==> src/rtl/pbusPkg.sv <==
package pbusPkg;
  typedef enum logic [1:0] {
    KIND_WRB = 2'd0,
    KIND_RDB = 2'd1,
    KIND_WRW = 2'd2,
    KIND_RDX = 2'd3
  } reqKind_e;

  typedef struct packed {
    logic cs;
    logic we;
    logic oe;
    logic drive;
    logic load;
    logic lowHalf;
    logic capture;
  } busCtl_t;
endpackage

==> src/rtl/pbusCtrl.sv <==
module pbusCtrl
  import pbusPkg::*;
#(
  parameter int WR_CYCLES = 3,
  parameter int RD_CYCLES = 2
) (
  input  logic       clk,
  input  logic       rstN,
  input  logic       reqValid,
  input  logic [1:0] reqKind,
  output busCtl_t    ctl,
  output logic       busy,
  output logic       done
);
  localparam int MAX_CYC = (WR_CYCLES > RD_CYCLES) ? WR_CYCLES : RD_CYCLES;
  localparam int CNT_W = (MAX_CYC > 1) ? $clog2(MAX_CYC) : 1;
  localparam logic [CNT_W-1:0] WR_LAST = CNT_W'(WR_CYCLES - 1);
  localparam logic [CNT_W-1:0] RD_LAST = CNT_W'(RD_CYCLES - 1);

  typedef enum logic [1:0] {ST_IDLE, ST_WRITE, ST_READ} state_e;

  state_e           state;
  logic [CNT_W-1:0] cyc;
  logic             wordReq;
  logic             lowHalf;
  logic             doneQ;
  logic             accept;

  assign accept = reqValid && (state == ST_IDLE);

  always_ff @(posedge clk) begin
    if (!rstN) begin
      state   <= ST_IDLE;
      cyc     <= '0;
      wordReq <= 1'b0;
      lowHalf <= 1'b0;
      doneQ   <= 1'b0;
    end else begin
      doneQ <= 1'b0;
      case (state)
        ST_IDLE: begin
          if (accept) begin
            cyc     <= '0;
            lowHalf <= 1'b0;
            wordReq <= (reqKind == KIND_WRW);
            if (reqKind == KIND_WRB || reqKind == KIND_WRW) state <= ST_WRITE;
            else state <= ST_READ;
          end
        end
        ST_WRITE: begin
          if (cyc == WR_LAST) begin
            cyc <= '0;
            if (wordReq && !lowHalf) begin
              lowHalf <= 1'b1;
            end else begin
              state <= ST_IDLE;
              doneQ <= 1'b1;
            end
          end else begin
            cyc <= cyc + 1'b1;
          end
        end
        ST_READ: begin
          if (cyc == RD_LAST) begin
            cyc   <= '0;
            state <= ST_IDLE;
            doneQ <= 1'b1;
          end else begin
            cyc <= cyc + 1'b1;
          end
        end
        default: state <= ST_IDLE;
      endcase
    end
  end

  always_comb begin
    ctl         = '0;
    ctl.load    = accept;
    ctl.lowHalf = lowHalf;
    case (state)
      ST_WRITE: begin
        ctl.cs    = 1'b1;
        ctl.drive = 1'b1;
        ctl.we    = (cyc == '0);
      end
      ST_READ: begin
        ctl.cs      = 1'b1;
        ctl.oe      = 1'b1;
        ctl.capture = (cyc == RD_LAST);
      end
      default: ;
    endcase
  end

  assign busy = (state != ST_IDLE);
  assign done = doneQ;
endmodule

==> src/rtl/pbusDatapath.sv <==
module pbusDatapath
  import pbusPkg::*;
#(
  parameter int ADDR_W = 6,
  parameter int DATA_W = 8
) (
  input  logic                  clk,
  input  logic                  rstN,
  input  busCtl_t               ctl,
  input  logic [1:0]            reqKind,
  input  logic [ADDR_W-1:0]     reqAddr,
  input  logic [2*DATA_W-1:0]   reqData,
  input  logic [DATA_W-1:0]     busDataIn,
  output logic [ADDR_W-1:0]     busAddr,
  output logic [DATA_W-1:0]     busDataOut,
  output logic [DATA_W-1:0]     rdData
);
  localparam int WORD_W = 2 * DATA_W;

  logic [ADDR_W-1:0] baseAddr;
  logic [WORD_W-1:0] wordData;
  logic              isWord;
  logic              unusedCtl;

  assign unusedCtl = ^{ctl.cs, ctl.we, ctl.oe, ctl.drive};

  always_ff @(posedge clk) begin
    if (!rstN) begin
      baseAddr <= '0;
      wordData <= '0;
      isWord   <= 1'b0;
      rdData   <= '0;
    end else begin
      if (ctl.load) begin
        baseAddr <= reqAddr;
        wordData <= reqData;
        isWord   <= (reqKind == KIND_WRW);
      end
      if (ctl.capture) rdData <= busDataIn;
    end
  end

  assign busAddr    = isWord ? {baseAddr[ADDR_W-1:1], ~ctl.lowHalf} : baseAddr;
  assign busDataOut = (isWord && !ctl.lowHalf) ? wordData[WORD_W-1:DATA_W]
                                               : wordData[DATA_W-1:0];
endmodule

==> src/rtl/pbusMaster.sv <==
module pbusMaster
  import pbusPkg::*;
#(
  parameter int ADDR_W    = 6,
  parameter int DATA_W    = 8,
  parameter int WR_CYCLES = 3,
  parameter int RD_CYCLES = 2
) (
  input  logic                clk,
  input  logic                rstN,
  input  logic                reqValid,
  input  logic [1:0]          reqKind,
  input  logic [ADDR_W-1:0]   reqAddr,
  input  logic [2*DATA_W-1:0] reqData,
  output logic                busy,
  output logic                done,
  output logic [DATA_W-1:0]   rdData,
  output logic [ADDR_W-1:0]   busAddr,
  output logic                busCs,
  output logic                busWe,
  output logic                busOe,
  output logic [DATA_W-1:0]   busDataOut,
  output logic                busDataDrive,
  input  logic [DATA_W-1:0]   busDataIn
);
  busCtl_t ctl;

  pbusCtrl #(.WR_CYCLES(WR_CYCLES), .RD_CYCLES(RD_CYCLES)) ctrl_i (
    .clk(clk), .rstN(rstN), .reqValid(reqValid), .reqKind(reqKind),
    .ctl(ctl), .busy(busy), .done(done)
  );

  pbusDatapath #(.ADDR_W(ADDR_W), .DATA_W(DATA_W)) dp_i (
    .clk(clk), .rstN(rstN), .ctl(ctl), .reqKind(reqKind), .reqAddr(reqAddr),
    .reqData(reqData), .busDataIn(busDataIn), .busAddr(busAddr),
    .busDataOut(busDataOut), .rdData(rdData)
  );

  assign busCs        = ctl.cs;
  assign busWe        = ctl.we;
  assign busOe        = ctl.oe;
  assign busDataDrive = ctl.drive;
endmodule

==> config.mk <==
export PLATFORM = sky130hd
export DESIGN_NAME = pbusMaster
export DESIGN_NICKNAME = d
export VERILOG_FILES = /design/src/rtl/pbusPkg.sv /design/src/rtl/pbusCtrl.sv /design/src/rtl/pbusDatapath.sv /design/src/rtl/pbusMaster.sv
export SDC_FILE = /design/constraint.sdc
export NUM_CORES = 1
export LEC_CHECK = 0
export BUFFER_PORTS_ARGS = -buffer_cell sky130_fd_sc_hd__buf_2
export CORE_ASPECT_RATIO = 1.4
export CORE_MARGIN = 1.5
export CORE_UTILIZATION = 44
export DETAILED_ROUTE_END_ITERATION = 8
export PLACE_DENSITY = 0.82
export SLEW_MARGIN = 0
export SYNTH_ARGS = -nofsm -noshare
export SYNTH_HDL_FRONTEND = slang
export SYNTH_SLANG_ARGS = --single-unit
==> constraint.sdc <==
create_clock -name clk -period 1.4 [get_ports clk]
set_clock_uncertainty 0.1 [all_clocks]
set_input_delay 0.28 -clock clk [delete_from_list [all_inputs] [get_ports clk]]
set_output_delay 0.28 -clock clk [all_outputs]
set_load 0.03 [all_outputs]
==> results of run 1 <==
through the flow:
step / hold WS [ns] / TNS, ns
2_1_floorplan: 0.315 / -0.156
3_3_place_gp: 0.339 / -0.350
3_5_place_dp: 0.344 / -0.553
4_1_cts: 0.122 / -3.52
5_1_grt: 0.136 / -4.71
6_report: 0.132 / -3.52
per-layer routing:
| layer | wire, um | global-route usage, % |
|---|---|---|
| met1 | 1840 | 22.3 |
| met2 | 2560 | 35.1 |
| met3 | 204 | 5.17 |
| met4 | 13 | 5.24 |
| met5 | 0 | 0 |
kinds of logic (layout without fill, tap and decap cells):
group	Yosys count	after routing	synth area share (%)
buf+inv	22	105	7.66
flops	37	37	42.0
fa+ha+maj	5	5	3.55
compound gates	42	42	18.6
mux	11	11	7.03
simple gates	83	83	21.1
layout by cell type, fill, tap and decap left out, types with 2 or more instances in the layout:
master	netlist	layout
nand2_1	60	51
buf_2	1	48
dfxtp_1	37	33
a21boi_1	21	21
buf_6	2	20
buf_4	7	16
nand3_1	9	9
mux2_4	0	8
nand2_2	1	8
a21boi_2	0	6
clkbuf_8	1	6
a21boi_0	11	5
buf_12	0	5
ha_4	0	4
inv_4	0	3
nor2b_4	1	3
clkbuf_16	0	3
dfxtp_2	0	3
nand3b_1	2	2
mux2i_1	2	2
cell type report:
class                           instances  area share, %
Sequential cell                        37           26.8
Tap cell                               43           1.92
Inverter                                5          0.940
Clock buffer                            8           3.98
Timing Repair Buffer                   92           27.3
Multi-Input combinational cell        141           39.1
state kept, by name, indices dropped and copies added, names as in the netlist:
name,count
dp_i.rdData,8
ctrl_i.done,1
ctrl_i.state,2
dp_i.isWord,1
ctrl_i.lowHalf,1
dp_i.baseAddr,6
ctrl_i.cyc,2
dp_i.wordData,16
worst max-delay path: cells and delay by family, from the launching register on:
| kind | cells | cell delay (ns) |
|---|---|---|
| buffers and inverters | 2 | 0.29 |
| muxes | 1 | 0.31 |
| and+or+nand+nor | 1 | 0.18 |
| DFF | 1 | 0.33 |
power groups by stage:
stage	registers, W	logic (W)	clock network (W)
after global placement	0.00126	0.00133	0
final	0.00125	0.00200	0.000878
after detailed placement	0.00126	0.00135	0
after CTS	0.00125	0.00169	0.000893
after floorplan	0.00126	0.000981	0
after global routing	0.00126	0.00212	0.000941
cells in the mapped netlist:
| library cell | count |
|---|---|
| o21ai_0 | 1 |
| nor2b_2 | 1 |
| dfxtp_1 | 37 |
| clkbuf_8 | 1 |
| nor2b_4 | 1 |
| a211oi_4 | 1 |
| a2bb2oi_1 | 1 |
| buf_6 | 2 |
| a21oi_1 | 3 |
| buf_4 | 7 |
| nand2_2 | 1 |
| clkbuf_1 | 6 |
| nand2b_2 | 1 |
| nand2_1 | 60 |
| or3_1 | 1 |
| mux2i_1 | 2 |
| and2b_4 | 1 |
| and3_1 | 1 |
| nor2_1 | 1 |
| and2_1 | 1 |
| mux2i_2 | 1 |
| buf_2 | 1 |
| a21boi_1 | 21 |
| nand3_1 | 9 |
| inv_1 | 5 |
| a22oi_1 | 1 |
| mux2_2 | 8 |
| nand3b_1 | 2 |
| o31ai_1 | 1 |
| o211ai_1 | 1 |
| a21boi_0 | 11 |
| ha_1 | 5 |
| o21ai_4 | 1 |
| nor3_1 | 1 |
| nor2b_1 | 2 |
what timing repair did:
item                                    CTS  global route
gates cloned                              1             2
endpoints found under the setup margin   17            51
pin swaps                                 4            15
buffers inserted                          5             3
resized for setup                        48            30
hold endpoints to repair                  0             0
final timing paths:
check,cells past startpoint,start,endpoint
worst max-delay path,4,dp_i.isWord,busDataOut[2]
worst min-delay path,3,reqAddr[5],dp_i.baseAddr[5]
worst max register to register,5,ctrl_i.state[0],ctrl_i.cyc[0]
worst min register to register,2,dp_i.rdData[2],dp_i.rdData[2]
==> flow_summary.html, run 1 <==
<table>
<tr><th>Metric</th><th>Value</th></tr>
<tr><th colspan="2">Clock tree</th></tr>
<tr><td>CTS max path bufs</td><td>2</td></tr>
<tr><td>TritonCTS clock tree</td><td>built</td></tr>
<tr><td>Post-CTS Hold Fix Bufs</td><td>0</td></tr>
<tr><td>Clock buffers created by TritonCTS</td><td>5</td></tr>
<tr><td>Clock transition at the registers of the reported paths</td><td>~0.07 ns</td></tr>
<tr><td>Clock network latency to the later pin of the worst-skew pair</td><td>between 0.2 and 0.3 ns</td></tr>
<tr><td>Cell chosen for the clock root</td><td>clkbuf_8</td></tr>
<tr><td>Maximum level of the CTS H-tree</td><td>2</td></tr>
<tr><td>TritonCTS Sinks</td><td>37</td></tr>
<tr><th colspan="2">Outcome</th></tr>
<tr><td>Run status</td><td>finished with violations</td></tr>
<tr><td>Failing checks</td><td>setup timing</td></tr>
<tr><th colspan="2">Finish</th></tr>
<tr><td>Sequential cell area in the final layout</td><td>around 750 um^2</td></tr>
<tr><td>Area growth from synthesis to layout</td><td>58.6%</td></tr>
<tr><td>Diodes inserted</td><td>0</td></tr>
<tr><td>FILL cells</td><td>about 250</td></tr>
<tr><td>Post-layout utilization of the core</td><td>a little under three quarters</td></tr>
<tr><td>Fraction of final layout cells with drive strength greater than 1</td><td>around 53%</td></tr>
<tr><td>Area of the multi-input gates</td><td>around 1100 um^2</td></tr>
<tr><td>Net total in the final layout</td><td>322</td></tr>
<tr><td>Final cell area excluding filler cells</td><td>~2800 um^2</td></tr>
<tr><td>Layout Cells excl Fill</td><td>326</td></tr>
<tr><th colspan="2">Placed design</th></tr>
<tr><td>Total instance count after detailed placement</td><td>~310</td></tr>
<tr><td>Half-perimeter wire length after placement</td><td>2720 um</td></tr>
<tr><td>I/O Buffers</td><td>a little over 60</td></tr>
<tr><td>Placed inst area</td><td>about 2300 um^2</td></tr>
<tr><td>Post-Place Setup Slack</td><td>-0.0721 ns</td></tr>
<tr><td>Routability-driven placement congestion ratio</td><td>~0.82</td></tr>
<tr><th colspan="2">Synth</th></tr>
<tr><td>Sequential-to-total area share from yosys stat</td><td>between 40% and 50%</td></tr>
<tr><td>Synthesized netlist net count</td><td>240</td></tr>
<tr><td>Gate count after technology mapping</td><td>200</td></tr>
<tr><td>Cell type with the highest aggregate area in the netlist</td><td>dfxtp_1</td></tr>
<tr><td>Syn Area/Cell</td><td>~8.8 um^2</td></tr>
<tr><td>Dominant cells by area after synthesis</td><td>dfxtp_1, nand2_1, a21boi_1</td></tr>
<tr><td>Count of synthesis-stage warnings from yosys</td><td>0</td></tr>
<tr><td>Cell area after synthesis</td><td>roughly 1800 um^2</td></tr>
<tr><td>Area share of the largest cell type after synthesis</td><td>~42%</td></tr>
<tr><td>Distinct cell type count of the synthesized netlist</td><td>35</td></tr>
<tr><td>Flops &amp; latches, synth</td><td>37</td></tr>
<tr><th colspan="2">Setup path</th></tr>
<tr><td>Worst setup slack for register-to-register paths</td><td>-0.04 ns</td></tr>
<tr><td>Data required, critical path</td><td>about 1.0 ns</td></tr>
<tr><td>Ordered list of cells on the worst path</td><td>nor2b_4 -&gt; buf_12 -&gt; mux2_4 -&gt; buf_6</td></tr>
<tr><td>Worst setup path category</td><td>reg -&gt; out</td></tr>
<tr><td>Slowest CP cell</td><td>dfxtp_2</td></tr>
<tr><td>Kind of end point of the critical path</td><td>primary output</td></tr>
<tr><td>CP Max Fanout</td><td>8</td></tr>
<tr><td>Worst endpoint data arrival time</td><td>around 1.4 ns</td></tr>
<tr><td>CP Launch Type</td><td>register</td></tr>
<tr><td>Delay of the slowest cell on the worst path</td><td>approximately 0.33 ns</td></tr>
<tr><th colspan="2">STA</th></tr>
<tr><td>Final critical-path share of the clock period</td><td>126%</td></tr>
<tr><td>Highest attainable clock frequency</td><td>around 0.57 GHz</td></tr>
<tr><td>Endpoints failing hold</td><td>0</td></tr>
<tr><td>Final setup fails</td><td>18</td></tr>
<tr><td>RSZ-0062 raised after global routing</td><td>true</td></tr>
<tr><td>Rel. slew slack</td><td>between 80% and 90%</td></tr>
<tr><td>Max-slew violations</td><td>0</td></tr>
<tr><td>Post-layout worst setup margin</td><td>-0.366 ns</td></tr>
<tr><td>Slew at the pin closest to its max-slew limit</td><td>around 0.23 ns</td></tr>
<tr><td>Final worst path period need</td><td>between 1.5 and 2 ns</td></tr>
<tr><th colspan="2">Drt</th></tr>
<tr><td>Via count</td><td>~1700</td></tr>
<tr><td>Post-detailed-route count of antenna-violating nets</td><td>0</td></tr>
<tr><td>DR vias/cell</td><td>just over 5</td></tr>
<tr><td>Wire per inst</td><td>14.2 um</td></tr>
<tr><td>Drt drc</td><td>0</td></tr>
<tr><td>Number of detailed-routing iterations run before antenna repair</td><td>4</td></tr>
<tr><td>Starting DRC count in detailed routing</td><td>66</td></tr>
<tr><td>Detailed-route wire length</td><td>roughly 4600 um</td></tr>
<tr><th colspan="2">GRT</th></tr>
<tr><td>Maximum number of pins on one net before global-route repair</td><td>between 40 and 50</td></tr>
<tr><td>Global-route wire length before repair</td><td>~6800 um</td></tr>
<tr><td>Initial antenna violation count</td><td>0</td></tr>
<tr><td>Via count of the first global-routing pass</td><td>between 1500 and 2000</td></tr>
<tr><td>Total Routing Usage GR</td><td>about a fifth</td></tr>
<tr><td>Overflow left after global routing</td><td>0</td></tr>
<tr><th colspan="2">Power</th></tr>
<tr><td>Reg power frac</td><td>between 30 and 40%</td></tr>
<tr><td>Combinational share of power</td><td>just under 50%</td></tr>
<tr><td>Final Total Pwr</td><td>a little over 0.004 W</td></tr>
<tr><td>Power per unit of standard cell area</td><td>~1500 nW/um^2</td></tr>
<tr><td>Clk network pwr share</td><td>a little over a fifth</td></tr>
<tr><td>Sw power</td><td>0.00142 W</td></tr>
<tr><td>Standby leakage power</td><td>roughly 1.2 nW</td></tr>
<tr><td>VDD IR-drop max</td><td>between 0.001 and 0.0015 V</td></tr>
<tr><td>Proportion of total power due to net switching</td><td>between 30% and 40%</td></tr>
<tr><td>Internal power consumption</td><td>~0.0027 W</td></tr>
<tr><th colspan="2">Die</th></tr>
<tr><td>Number of placement rows</td><td>27</td></tr>
<tr><td>Total die area</td><td>around 4400 um^2</td></tr>
<tr><td>Starting density of the core</td><td>45.4%</td></tr>
<tr><td>DIE HEIGHT</td><td>between 70 and 80 um</td></tr>
<tr><td>Placeable Area</td><td>~4000 um^2</td></tr>
<tr><td>Count of boundary I/O pins</td><td>between 60 and 70</td></tr>
<tr><td>Horizontal extent of the die</td><td>around 56 um</td></tr>
<tr><th colspan="2">Flow run</th></tr>
<tr><td>Max Cap Violations</td><td>0</td></tr>
<tr><th colspan="2">Worst hold path</th></tr>
<tr><td>Hold Path Class</td><td>in -&gt; reg</td></tr>
</table>
No activity file was read; power rests on OpenSTA's default activity.
==> run 2: changes to the inputs <==
--- a/config.mk
+++ b/config.mk
@@ -5,13 +5,15 @@
 export SDC_FILE = /design/constraint.sdc
 export NUM_CORES = 1
 export LEC_CHECK = 0
+export ABC_AREA = 1
 export BUFFER_PORTS_ARGS = -buffer_cell sky130_fd_sc_hd__buf_2
 export CORE_ASPECT_RATIO = 1.4
 export CORE_MARGIN = 1.5
-export CORE_UTILIZATION = 44
+export CORE_UTILIZATION = 43
 export DETAILED_ROUTE_END_ITERATION = 8
-export PLACE_DENSITY = 0.82
+export PLACE_DENSITY = 0.81
 export SLEW_MARGIN = 0
 export SYNTH_ARGS = -nofsm -noshare
 export SYNTH_HDL_FRONTEND = slang
 export SYNTH_SLANG_ARGS = --single-unit
+export TNS_END_PERCENT = 30
==> run 2 against run 1 <==
The run still ends with setup timing left. Worst setup slack better by 0.022 ns. Non-clock buffer count down 6. Critical path depth up 1. Combinational power up 42%. Die area down 4.8%. Largest power group unchanged. Design area down 9.4%. Power up 22%.
==> flow_summary.html, run 2 <==
<table>
<tr><th>Metric</th><th>Value</th></tr>
<tr><th colspan="2">Synth</th></tr>
<tr><td>Cell type with the highest aggregate area in the netlist</td><td>dfxtp_1</td></tr>
<tr><td>Cell area after synthesis</td><td>1640 um^2</td></tr>
<tr><td>Distinct cell type count of the synthesized netlist</td><td>20</td></tr>
<tr><td>Top flip-flop cell by instance count after synthesis</td><td>dfxtp_1</td></tr>
<tr><td>Gate count after technology mapping</td><td>219</td></tr>
<tr><td>Synthesized netlist net count</td><td>around 260</td></tr>
<tr><td>Count of synthesis-stage warnings from yosys</td><td>0</td></tr>
<tr><td>Commonest cells post-synth</td><td>nor2_1, dfxtp_1, o21ai_1, nand2_1, inv_1</td></tr>
<tr><td>Sequential-to-total area share from yosys stat</td><td>between 40% and 50%</td></tr>
<tr><td>Proportion of register bits with asynchronous set or reset after synthesis</td><td>0%</td></tr>
<tr><td>Area share of the largest cell type after synthesis</td><td>around 45%</td></tr>
<tr><td>Dominant cells by area after synthesis</td><td>dfxtp_1, nor2_1, o21ai_1</td></tr>
<tr><td>Most frequent cell after synthesis</td><td>nor2_1</td></tr>
<tr><td>Syn Area/Cell</td><td>about 7.5 um^2</td></tr>
<tr><td>Number of flops mapped to enable cells by yosys</td><td>0</td></tr>
<tr><td>Flops &amp; latches, synth</td><td>37</td></tr>
<tr><th colspan="2">GRT</th></tr>
<tr><td>Total Routing Usage GR</td><td>a little over a fifth</td></tr>
<tr><td>Met2 GRT Util</td><td>36.7%</td></tr>
<tr><td>Overflow left after global routing</td><td>0</td></tr>
<tr><td>Initial antenna violation count</td><td>0</td></tr>
<tr><td>Met3 Resource Use GR</td><td>under 10%</td></tr>
<tr><td>Global-route wire length before repair</td><td>6670 um</td></tr>
<tr><td>Met1 GRT Util</td><td>23.0%</td></tr>
<tr><td>Maximum number of pins on one net before global-route repair</td><td>36</td></tr>
<tr><td>Most congested layer reported by global routing</td><td>met2</td></tr>
<tr><td>Via count of the first global-routing pass</td><td>between 1500 and 2000</td></tr>
<tr><th colspan="2">Die</th></tr>
<tr><td>Horizontal extent of the die</td><td>~55 um</td></tr>
<tr><td>DIE HEIGHT</td><td>between 70 and 80 um</td></tr>
<tr><td>Count of boundary I/O pins</td><td>63</td></tr>
<tr><td>Number of placement rows</td><td>26</td></tr>
<tr><td>Placeable Area</td><td>3640 um^2</td></tr>
<tr><td>Starting density of the core</td><td>approximately 45%</td></tr>
<tr><td>Total die area</td><td>4190 um^2</td></tr>
<tr><th colspan="2">Outcome</th></tr>
<tr><td>Failing checks</td><td>setup timing</td></tr>
<tr><td>Run status</td><td>finished with violations</td></tr>
<tr><th colspan="2">Flow run</th></tr>
<tr><td>Max Cap Violations</td><td>0</td></tr>
<tr><th colspan="2">Worst hold path</th></tr>
<tr><td>Hold Path Class</td><td>in -&gt; reg</td></tr>
<tr><th colspan="2">Setup path</th></tr>
<tr><td>Delay of the slowest cell on the worst path</td><td>roughly 0.33 ns</td></tr>
<tr><td>Crit path from</td><td>ctrl_i.lowHalf</td></tr>
<tr><td>R2r startpoint</td><td>ctrl_i.state[0]</td></tr>
<tr><td>RR Endpoint</td><td>ctrl_i.state[0]</td></tr>
<tr><td>Ordered list of cells on the worst path</td><td>inv_2 -&gt; nand2_4 -&gt; buf_16 -&gt; mux2_4 -&gt; buf_6</td></tr>
<tr><td>Data required, critical path</td><td>a little over 1 ns</td></tr>
<tr><td>Kind of end point of the critical path</td><td>primary output</td></tr>
<tr><td>CP Launch Type</td><td>register</td></tr>
<tr><td>Endpoint of the worst setup timing path</td><td>busDataOut[4]</td></tr>
<tr><td>Worst setup path category</td><td>reg -&gt; out</td></tr>
<tr><td>Worst setup slack for register-to-register paths</td><td>-0.05 ns</td></tr>
<tr><td>CP Max Fanout</td><td>4</td></tr>
<tr><td>Worst endpoint data arrival time</td><td>1.36 ns</td></tr>
<tr><td>Slowest CP cell</td><td>dfxtp_2</td></tr>
<tr><td>Worst-case reg-to-reg path depth</td><td>11</td></tr>
<tr><th colspan="2">Placed design</th></tr>
<tr><td>I/O Buffers</td><td>between 60 and 70</td></tr>
<tr><td>Half-perimeter wire length after placement</td><td>2650 um</td></tr>
<tr><td>Routability-driven placement congestion ratio</td><td>0.883</td></tr>
<tr><td>Total instance count after detailed placement</td><td>321</td></tr>
<tr><td>Placed inst area</td><td>2090 um^2</td></tr>
<tr><th colspan="2">Finish</th></tr>
<tr><td>Flip-flop count of the largest register, all copies and words added</td><td>16</td></tr>
<tr><td>Area growth from synthesis to layout</td><td>54.7%</td></tr>
<tr><td>Net total in the final layout</td><td>339</td></tr>
<tr><td>Regs by FF count</td><td>dp_i.wordData (16), dp_i.rdData (8), dp_i.baseAddr (6)</td></tr>
<tr><td>Commonest non-fill, non-tap cells in the layout</td><td>nor2_1, buf_2, dfxtp_1, o21ai_1, buf_6</td></tr>
<tr><td>Diodes inserted</td><td>0</td></tr>
<tr><td>Layout Cells excl Fill</td><td>around 340</td></tr>
<tr><td>Final cell area excluding filler cells</td><td>2530 um^2</td></tr>
<tr><td>Register with the most flip-flops</td><td>dp_i.wordData</td></tr>
<tr><td>Fraction of final layout cells with drive strength greater than 1</td><td>46.0%</td></tr>
<tr><td>Most common cell after layout, fill and taps aside</td><td>nor2_1</td></tr>
<tr><th colspan="2">Clock tree</th></tr>
<tr><td>Clock network latency to the later pin of the worst-skew pair</td><td>a little under 0.3 ns</td></tr>
<tr><td>TritonCTS clock tree</td><td>built</td></tr>
<tr><td>Post-CTS Hold Fix Bufs</td><td>0</td></tr>
<tr><td>TritonCTS Sinks</td><td>37</td></tr>
<tr><td>Cell chosen for the clock root</td><td>clkbuf_8</td></tr>
<tr><td>Maximum level of the CTS H-tree</td><td>2</td></tr>
<tr><td>CTS max path bufs</td><td>2</td></tr>
<tr><td>Clock buffers created by TritonCTS</td><td>5</td></tr>
<tr><td>Clock transition at the registers of the reported paths</td><td>0.08 ns</td></tr>
<tr><th colspan="2">STA</th></tr>
<tr><td>Max-slew violations</td><td>0</td></tr>
<tr><td>RSZ-0062 raised after global routing</td><td>true</td></tr>
<tr><td>Post-layout worst setup margin</td><td>-0.344 ns</td></tr>
<tr><td>Rel. slew slack</td><td>approximately four fifths</td></tr>
<tr><td>Final setup fails</td><td>21</td></tr>
<tr><td>Endpoints failing hold</td><td>0</td></tr>
<tr><td>Final critical-path share of the clock period</td><td>125%</td></tr>
<tr><td>Final worst path period need</td><td>roughly 1.7 ns</td></tr>
<tr><td>Highest attainable clock frequency</td><td>between 0.5 and 0.6 GHz</td></tr>
<tr><td>Slew at the pin closest to its max-slew limit</td><td>~0.27 ns</td></tr>
<tr><th colspan="2">Drt</th></tr>
<tr><td>Number of detailed-routing iterations run before antenna repair</td><td>4</td></tr>
<tr><td>DR vias/cell</td><td>4.78</td></tr>
<tr><td>Drt drc</td><td>0</td></tr>
<tr><td>Detailed-route wire length</td><td>between 4000 and 5000 um</td></tr>
<tr><td>Wire per inst</td><td>12.3 um</td></tr>
<tr><td>Starting DRC count in detailed routing</td><td>16</td></tr>
<tr><td>Post-detailed-route count of antenna-violating nets</td><td>0</td></tr>
<tr><td>Via count</td><td>1634</td></tr>
<tr><th colspan="2">Power</th></tr>
<tr><td>Standby leakage power</td><td>approximately 1.2 nW</td></tr>
<tr><td>VDD IR-drop max</td><td>~0.0019 V</td></tr>
<tr><td>Power per unit of standard cell area</td><td>approximately 2000 nW/um^2</td></tr>
</table>
run 2: changes by cell type after synthesis, sizes merged, moves of 6 or more:
cell,delta
a21oi,+7
o21ai,+32
a21boi,-32
nand3,-6
nand2,-40
inv,+13
nor2,+68
run 2: critical path: cells and delay by family, from the launching register on:
family	cells	cell delay (ns)
buffers and inverters	3	0.35
DFF	1	0.33
muxes	1	0.30
and+or+nand+nor	1	0.08
run 2: cell type report:
cell class / count / area [um^2]
clock buffer: 5 / 68.8
tap: 42 / 52.6
inverter: 18 / 82.6
fill: 313 / 1110
timing repair buffer: 86 / 671
sequential: 37 / 751
clock inverter: 3 / 17.5
multi-input combinational: 151 / 890
run 2: report_power, final:
part,leakage (nW),total [W],switching [W],internal (W)
clock network,0.0439,0.000737,0.000394,0.000343
registers,0.306,0.00145,0.000155,0.00129
logic,0.868,0.00284,0.00150,0.00133
total,1.22,0.00502,0.00205,0.00297
run 2: kinds of logic (layout without fill, tap and decap cells):
| kind of cell | after synthesis | count (layout) | synth area share [%] |
|---|---|---|---|
| simple gates | 95 | 95 | 23.5 |
| mux | 7 | 7 | 4.82 |
| buf+inv | 31 | 112 | 8.94 |
| fa+ha+maj | 5 | 5 | 3.82 |
| compound gates | 44 | 44 | 13.7 |
| flops | 37 | 37 | 45.3 |
run 2: through the flow:
step                      setup TNS, ns  power [W]  util (%)  hold WS (ns)  setup WS, ns
final                             -3.43    0.00502      69.5         0.105        -0.344
after global routing              -5.18    0.00537      69.5         0.103        -0.389
after detailed placement          -1.03    0.00346      57.2         0.344        -0.124
after floorplan                  -0.338    0.00292         -         0.305       -0.0397
after CTS                         -3.34    0.00472      65.8        0.0994        -0.372
after global placement           -0.549    0.00343      57.2         0.338       -0.0752
run 2: what timing repair did:
item | in CTS | in global routing
cloned | 1 | 0
setup endpoints to repair | 35 | 51
gates resized for setup | 44 | 36
pin swaps | 4 | 8
setup buffers | 9 | 3
run 2: metal layers:
metal / part of all wire, % / vias up
li1: - / 853
met1: 39 / 719
met5: 0 / -
met2: 52 / 47
met4: 4.1 / 0
met3: 4.5 / 15
run 2: how the worst min path moves through the flow:
stage                                 start                 to  slack, ns  depth (start not counted)
after CTS                      busDataIn[1]     dp_i.rdData[1]        0.1                          3
after floorplan                        rstN        ctrl_i.done       0.31                          2
final                          busDataIn[4]     dp_i.rdData[4]       0.10                          3
after detailed placement  dp_i.wordData[13]  dp_i.wordData[13]       0.34                          2
after global routing           busDataIn[0]     dp_i.rdData[0]       0.10                          3
after global placement    dp_i.wordData[13]  dp_i.wordData[13]       0.34                          2
==> run 3: changes to the inputs <==
--- a/config.mk
+++ b/config.mk
@@ -9,11 +9,13 @@
 export BUFFER_PORTS_ARGS = -buffer_cell sky130_fd_sc_hd__buf_2
 export CORE_ASPECT_RATIO = 1.4
 export CORE_MARGIN = 1.5
-export CORE_UTILIZATION = 43
+export CORE_UTILIZATION = 44
+export CTS_CLUSTER_SIZE = 30
 export DETAILED_ROUTE_END_ITERATION = 8
-export PLACE_DENSITY = 0.81
+export PLACE_DENSITY = 0.82
 export SLEW_MARGIN = 0
 export SYNTH_ARGS = -nofsm -noshare
 export SYNTH_HDL_FRONTEND = slang
+export SYNTH_HIERARCHICAL = 1
 export SYNTH_SLANG_ARGS = --single-unit
 export TNS_END_PERCENT = 30
==> run 3 against run 2 <==
Highest routed layer unchanged. First-iteration DRC count rose to 4.6 times the previous value. Maximum frequency up 15%. Via count up 11%. Design area up 3.2%. Critical path type unchanged. Worst setup slack better by 0.23 ns. Power up 3.4%. Sequential share of layout area down 0.14 points. Register-to-register slack about the same. Utilization up 0.94 points. The run still ends with setup timing left.
==> flow_summary.html, run 3 <==
<table>
<tr><th>Metric</th><th>Value</th></tr>
<tr><th colspan="2">Outcome</th></tr>
<tr><td>Run status</td><td>finished with violations</td></tr>
<tr><td>Failing checks</td><td>setup timing</td></tr>
<tr><th colspan="2">Setup path</th></tr>
<tr><td>CP Launch Type</td><td>register</td></tr>
<tr><td>RR Endpoint</td><td>ctrl_i/state[0]</td></tr>
<tr><td>Worst setup slack for register-to-register paths</td><td>-0.05 ns</td></tr>
<tr><td>Worst endpoint data arrival time</td><td>around 1.1 ns</td></tr>
<tr><td>CP Max Fanout</td><td>4</td></tr>
<tr><td>Data required, critical path</td><td>slightly above 1 ns</td></tr>
<tr><td>Worst-case reg-to-reg path depth</td><td>9</td></tr>
<tr><td>R2r startpoint</td><td>ctrl_i/state[0]</td></tr>
<tr><td>Kind of end point of the critical path</td><td>primary output</td></tr>
<tr><td>Worst setup path category</td><td>reg -&gt; out</td></tr>
<tr><th colspan="2">GRT</th></tr>
<tr><td>Maximum number of pins on one net before global-route repair</td><td>23</td></tr>
<tr><td>Overflow left after global routing</td><td>0</td></tr>
<tr><td>Total Routing Usage GR</td><td>a little over a fifth</td></tr>
<tr><td>Via count of the first global-routing pass</td><td>roughly 1700</td></tr>
<tr><td>Global-route wire length before repair</td><td>approximately 7400 um</td></tr>
<tr><td>Initial antenna violation count</td><td>0</td></tr>
<tr><th colspan="2">Synth</th></tr>
<tr><td>Most frequent cell after synthesis</td><td>nor2_1</td></tr>
<tr><td>Cell area after synthesis</td><td>~1700 um^2</td></tr>
<tr><td>Distinct cell type count of the synthesized netlist</td><td>17</td></tr>
<tr><td>Proportion of register bits with asynchronous set or reset after synthesis</td><td>0%</td></tr>
<tr><td>Top flip-flop cell by instance count after synthesis</td><td>dfxtp_1</td></tr>
<tr><td>Synthesized netlist net count</td><td>about 290</td></tr>
<tr><td>Flops &amp; latches, synth</td><td>38</td></tr>
<tr><td>Gate count after technology mapping</td><td>roughly 250</td></tr>
<tr><td>Syn Area/Cell</td><td>about 7.0 um^2</td></tr>
<tr><td>Count of synthesis-stage warnings from yosys</td><td>6</td></tr>
<tr><td>Commonest cells post-synth</td><td>nor2_1, dfxtp_1, nand2_1, o21ai_0, inv_1</td></tr>
<tr><td>Sequential-to-total area share from yosys stat</td><td>44.1%</td></tr>
<tr><td>Area share of the largest cell type after synthesis</td><td>around 44%</td></tr>
<tr><td>Cell type with the highest aggregate area in the netlist</td><td>dfxtp_1</td></tr>
<tr><td>Number of flops mapped to enable cells by yosys</td><td>0</td></tr>
<tr><td>Dominant cells by area after synthesis</td><td>dfxtp_1, nor2_1, o21ai_0</td></tr>
<tr><th colspan="2">Die</th></tr>
<tr><td>Number of placement rows</td><td>26</td></tr>
<tr><td>Horizontal extent of the die</td><td>55.9 um</td></tr>
<tr><td>Starting density of the core</td><td>between 40% and 50%</td></tr>
<tr><td>DIE HEIGHT</td><td>~77 um</td></tr>
<tr><td>Count of boundary I/O pins</td><td>63</td></tr>
<tr><td>Placeable Area</td><td>~3700 um^2</td></tr>
<tr><td>Total die area</td><td>around 4300 um^2</td></tr>
<tr><th colspan="2">Clock tree</th></tr>
<tr><td>Clock network latency to the later pin of the worst-skew pair</td><td>approximately 0.28 ns</td></tr>
<tr><td>Clock buffers created by TritonCTS</td><td>5</td></tr>
<tr><td>Maximum level of the CTS H-tree</td><td>2</td></tr>
<tr><td>Clock transition at the registers of the reported paths</td><td>0.07 ns</td></tr>
<tr><td>Cell chosen for the clock root</td><td>clkbuf_8</td></tr>
<tr><td>TritonCTS clock tree</td><td>built</td></tr>
<tr><td>CTS max path bufs</td><td>2</td></tr>
<tr><td>TritonCTS Sinks</td><td>38</td></tr>
<tr><th colspan="2">Drt</th></tr>
<tr><td>Wire per inst</td><td>about 13 um</td></tr>
<tr><td>Drt drc</td><td>0</td></tr>
<tr><td>Total met3 wirelength after detailed routing</td><td>between 150 and 200 um</td></tr>
<tr><td>Top Layer Used</td><td>met4</td></tr>
<tr><td>Via count</td><td>approximately 1800</td></tr>
<tr><td>Wire length on met2</td><td>~2700 um</td></tr>
<tr><td>Number of detailed-routing iterations run before antenna repair</td><td>4</td></tr>
<tr><td>Routed length on met1</td><td>between 1500 and 2000 um</td></tr>
<tr><td>Post-detailed-route count of antenna-violating nets</td><td>0</td></tr>
<tr><td>Starting DRC count in detailed routing</td><td>74</td></tr>
<tr><td>Detailed-route wire length</td><td>slightly below 5000 um</td></tr>
<tr><td>DR vias/cell</td><td>approximately 5</td></tr>
<tr><th colspan="2">Finish</th></tr>
<tr><td>Diodes inserted</td><td>0</td></tr>
<tr><td>Area growth from synthesis to layout</td><td>51.5%</td></tr>
<tr><td>FILL cells</td><td>303</td></tr>
<tr><td>Most common cell after layout, fill and taps aside</td><td>nor2_1</td></tr>
<tr><td>Layout Cells excl Fill</td><td>between 300 and 400</td></tr>
<tr><td>Regs by FF count</td><td>dp_i/wordData (16), dp_i/rdData (8), dp_i/baseAddr (6)</td></tr>
<tr><td>Register with the most flip-flops</td><td>dp_i/wordData</td></tr>
<tr><td>Commonest non-fill, non-tap cells in the layout</td><td>nor2_1, buf_2, dfxtp_1, nand2_1, buf_6</td></tr>
<tr><td>Flip-flop count of the largest register, all copies and words added</td><td>16</td></tr>
<tr><td>Final cell area excluding filler cells</td><td>between 2000 and 3000 um^2</td></tr>
<tr><td>Net total in the final layout</td><td>between 300 and 400</td></tr>
<tr><td>Fraction of final layout cells with drive strength greater than 1</td><td>about 47%</td></tr>
<tr><th colspan="2">STA</th></tr>
<tr><td>Endpoints failing hold</td><td>0</td></tr>
<tr><td>Final critical-path share of the clock period</td><td>108%</td></tr>
<tr><td>Slew at the pin closest to its max-slew limit</td><td>between 0.2 and 0.3 ns</td></tr>
<tr><td>Highest attainable clock frequency</td><td>around 0.66 GHz</td></tr>
<tr><td>RSZ-0062 raised after global routing</td><td>true</td></tr>
<tr><td>Rel. slew slack</td><td>between 80% and 90%</td></tr>
<tr><td>Post-layout worst setup margin</td><td>-0.115 ns</td></tr>
<tr><td>Final worst path period need</td><td>between 1.5 and 2 ns</td></tr>
<tr><td>Max-slew violations</td><td>0</td></tr>
<tr><td>Final setup fails</td><td>17</td></tr>
<tr><th colspan="2">Placed design</th></tr>
<tr><td>Routability-driven placement congestion ratio</td><td>between 0.8 and 0.9</td></tr>
<tr><td>Total instance count after detailed placement</td><td>between 300 and 400</td></tr>
<tr><td>Placed inst area</td><td>roughly 2100 um^2</td></tr>
<tr><td>Half-perimeter wire length after placement</td><td>roughly 2900 um</td></tr>
<tr><td>I/O Buffers</td><td>62</td></tr>
<tr><th colspan="2">Power</th></tr>
<tr><td>Power per unit of standard cell area</td><td>1990 nW/um^2</td></tr>
<tr><td>Final Total Pwr</td><td>0.00519 W</td></tr>
<tr><td>VDD IR-drop max</td><td>0.00160 V</td></tr>
<tr><td>Standby leakage power</td><td>1.23 nW</td></tr>
<tr><th colspan="2">Flow run</th></tr>
<tr><td>Max Cap Violations</td><td>0</td></tr>
<tr><th colspan="2">Worst hold path</th></tr>
<tr><td>Hold Path Class</td><td>in -&gt; reg</td></tr>
<tr><td>Launch instance of the worst min-delay path</td><td>reqAddr[2]</td></tr>
<tr><td>Worst Hold End</td><td>dp_i/baseAddr[2]</td></tr>
<tr><td>Cells on Worst Hold Path</td><td>3</td></tr>
</table>
## run 3: worst max-delay path by stage
stage                    startpoint              to  slack (ns)  cells after the start
floorplan           ctrl_i/state[0]  dp_i/rdData[0]       -0.06                      7
global placement    ctrl_i/state[0]  dp_i/rdData[7]       -0.04                      8
detailed placement  ctrl_i/state[0]  dp_i/rdData[1]       -0.08                      8
CTS                 ctrl_i/state[1]           busWe       -0.15                      5
global route        ctrl_i/state[1]           busWe       -0.15                      5
finish              ctrl_i/state[0]           busCs       -0.12                      3
## run 3: through the flow
step	utilization (%)	setup WS [ns]	hold WS, ns	setup TNS (ns)
finish	70.4	-0.115	0.114	-1.34
detailed placement	57.5	-0.0752	0.380	-0.740
global route	70.4	-0.146	0.121	-2.66
CTS	66.4	-0.149	0.110	-1.82
global placement	57.5	-0.0374	0.371	-0.219
floorplan	-	-0.0604	0.293	-1.12
## run 3: cells by family after synthesis
group                      after synthesis  synth area share (%)
and+or+nand+nor                        127                  29.3
AOI/OAI and AO/OA                       42                  12.4
DFF                                     38                  44.1
buffers and inverters                   34                  9.80
adders and majority gates                6                  4.35
## run 3: critical path, stage by stage (launching register included)
cell	delay, ns
dfxtp_4	0.39
inv_4	0.06
ha_4	0.27
buf_6	0.12
## run 3: metal layers
| layer | track usage (%) | up-vias |
|---|---|---|
| li1 | - | 920 |
| met1 | 23.8 | 823 |
| met2 | 39.5 | 57 |
| met3 | 3.71 | 14 |
| met4 | 8.57 | 0 |
| met5 | 0 | - |
## run 3: power by group
part,switching [W],leakage (nW),internal [W]
combinational,0.00168,0.872,0.00127
sequential,0.000189,0.314,0.00133
clock,0.000349,0.0431,0.000379
## run 3: final cells by class
cell class                      instances  area, um^2  share of cell area (%)
Inverter                               19        86.3                    3.30
Tap cell                               42        52.6                    2.01
Clock buffer                            6        82.6                    3.16
Timing Repair Buffer                   83         602                    23.0
Sequential cell                        38         771                    29.5
Multi-Input combinational cell        175        1020                    39.0
## run 3: what timing repair did
item	in CTS	in global routing
pin swaps	13	9
hold buffers	0	0
endpoints found under the setup margin	46	50
buffers inserted	3	2
resized for setup	64	64
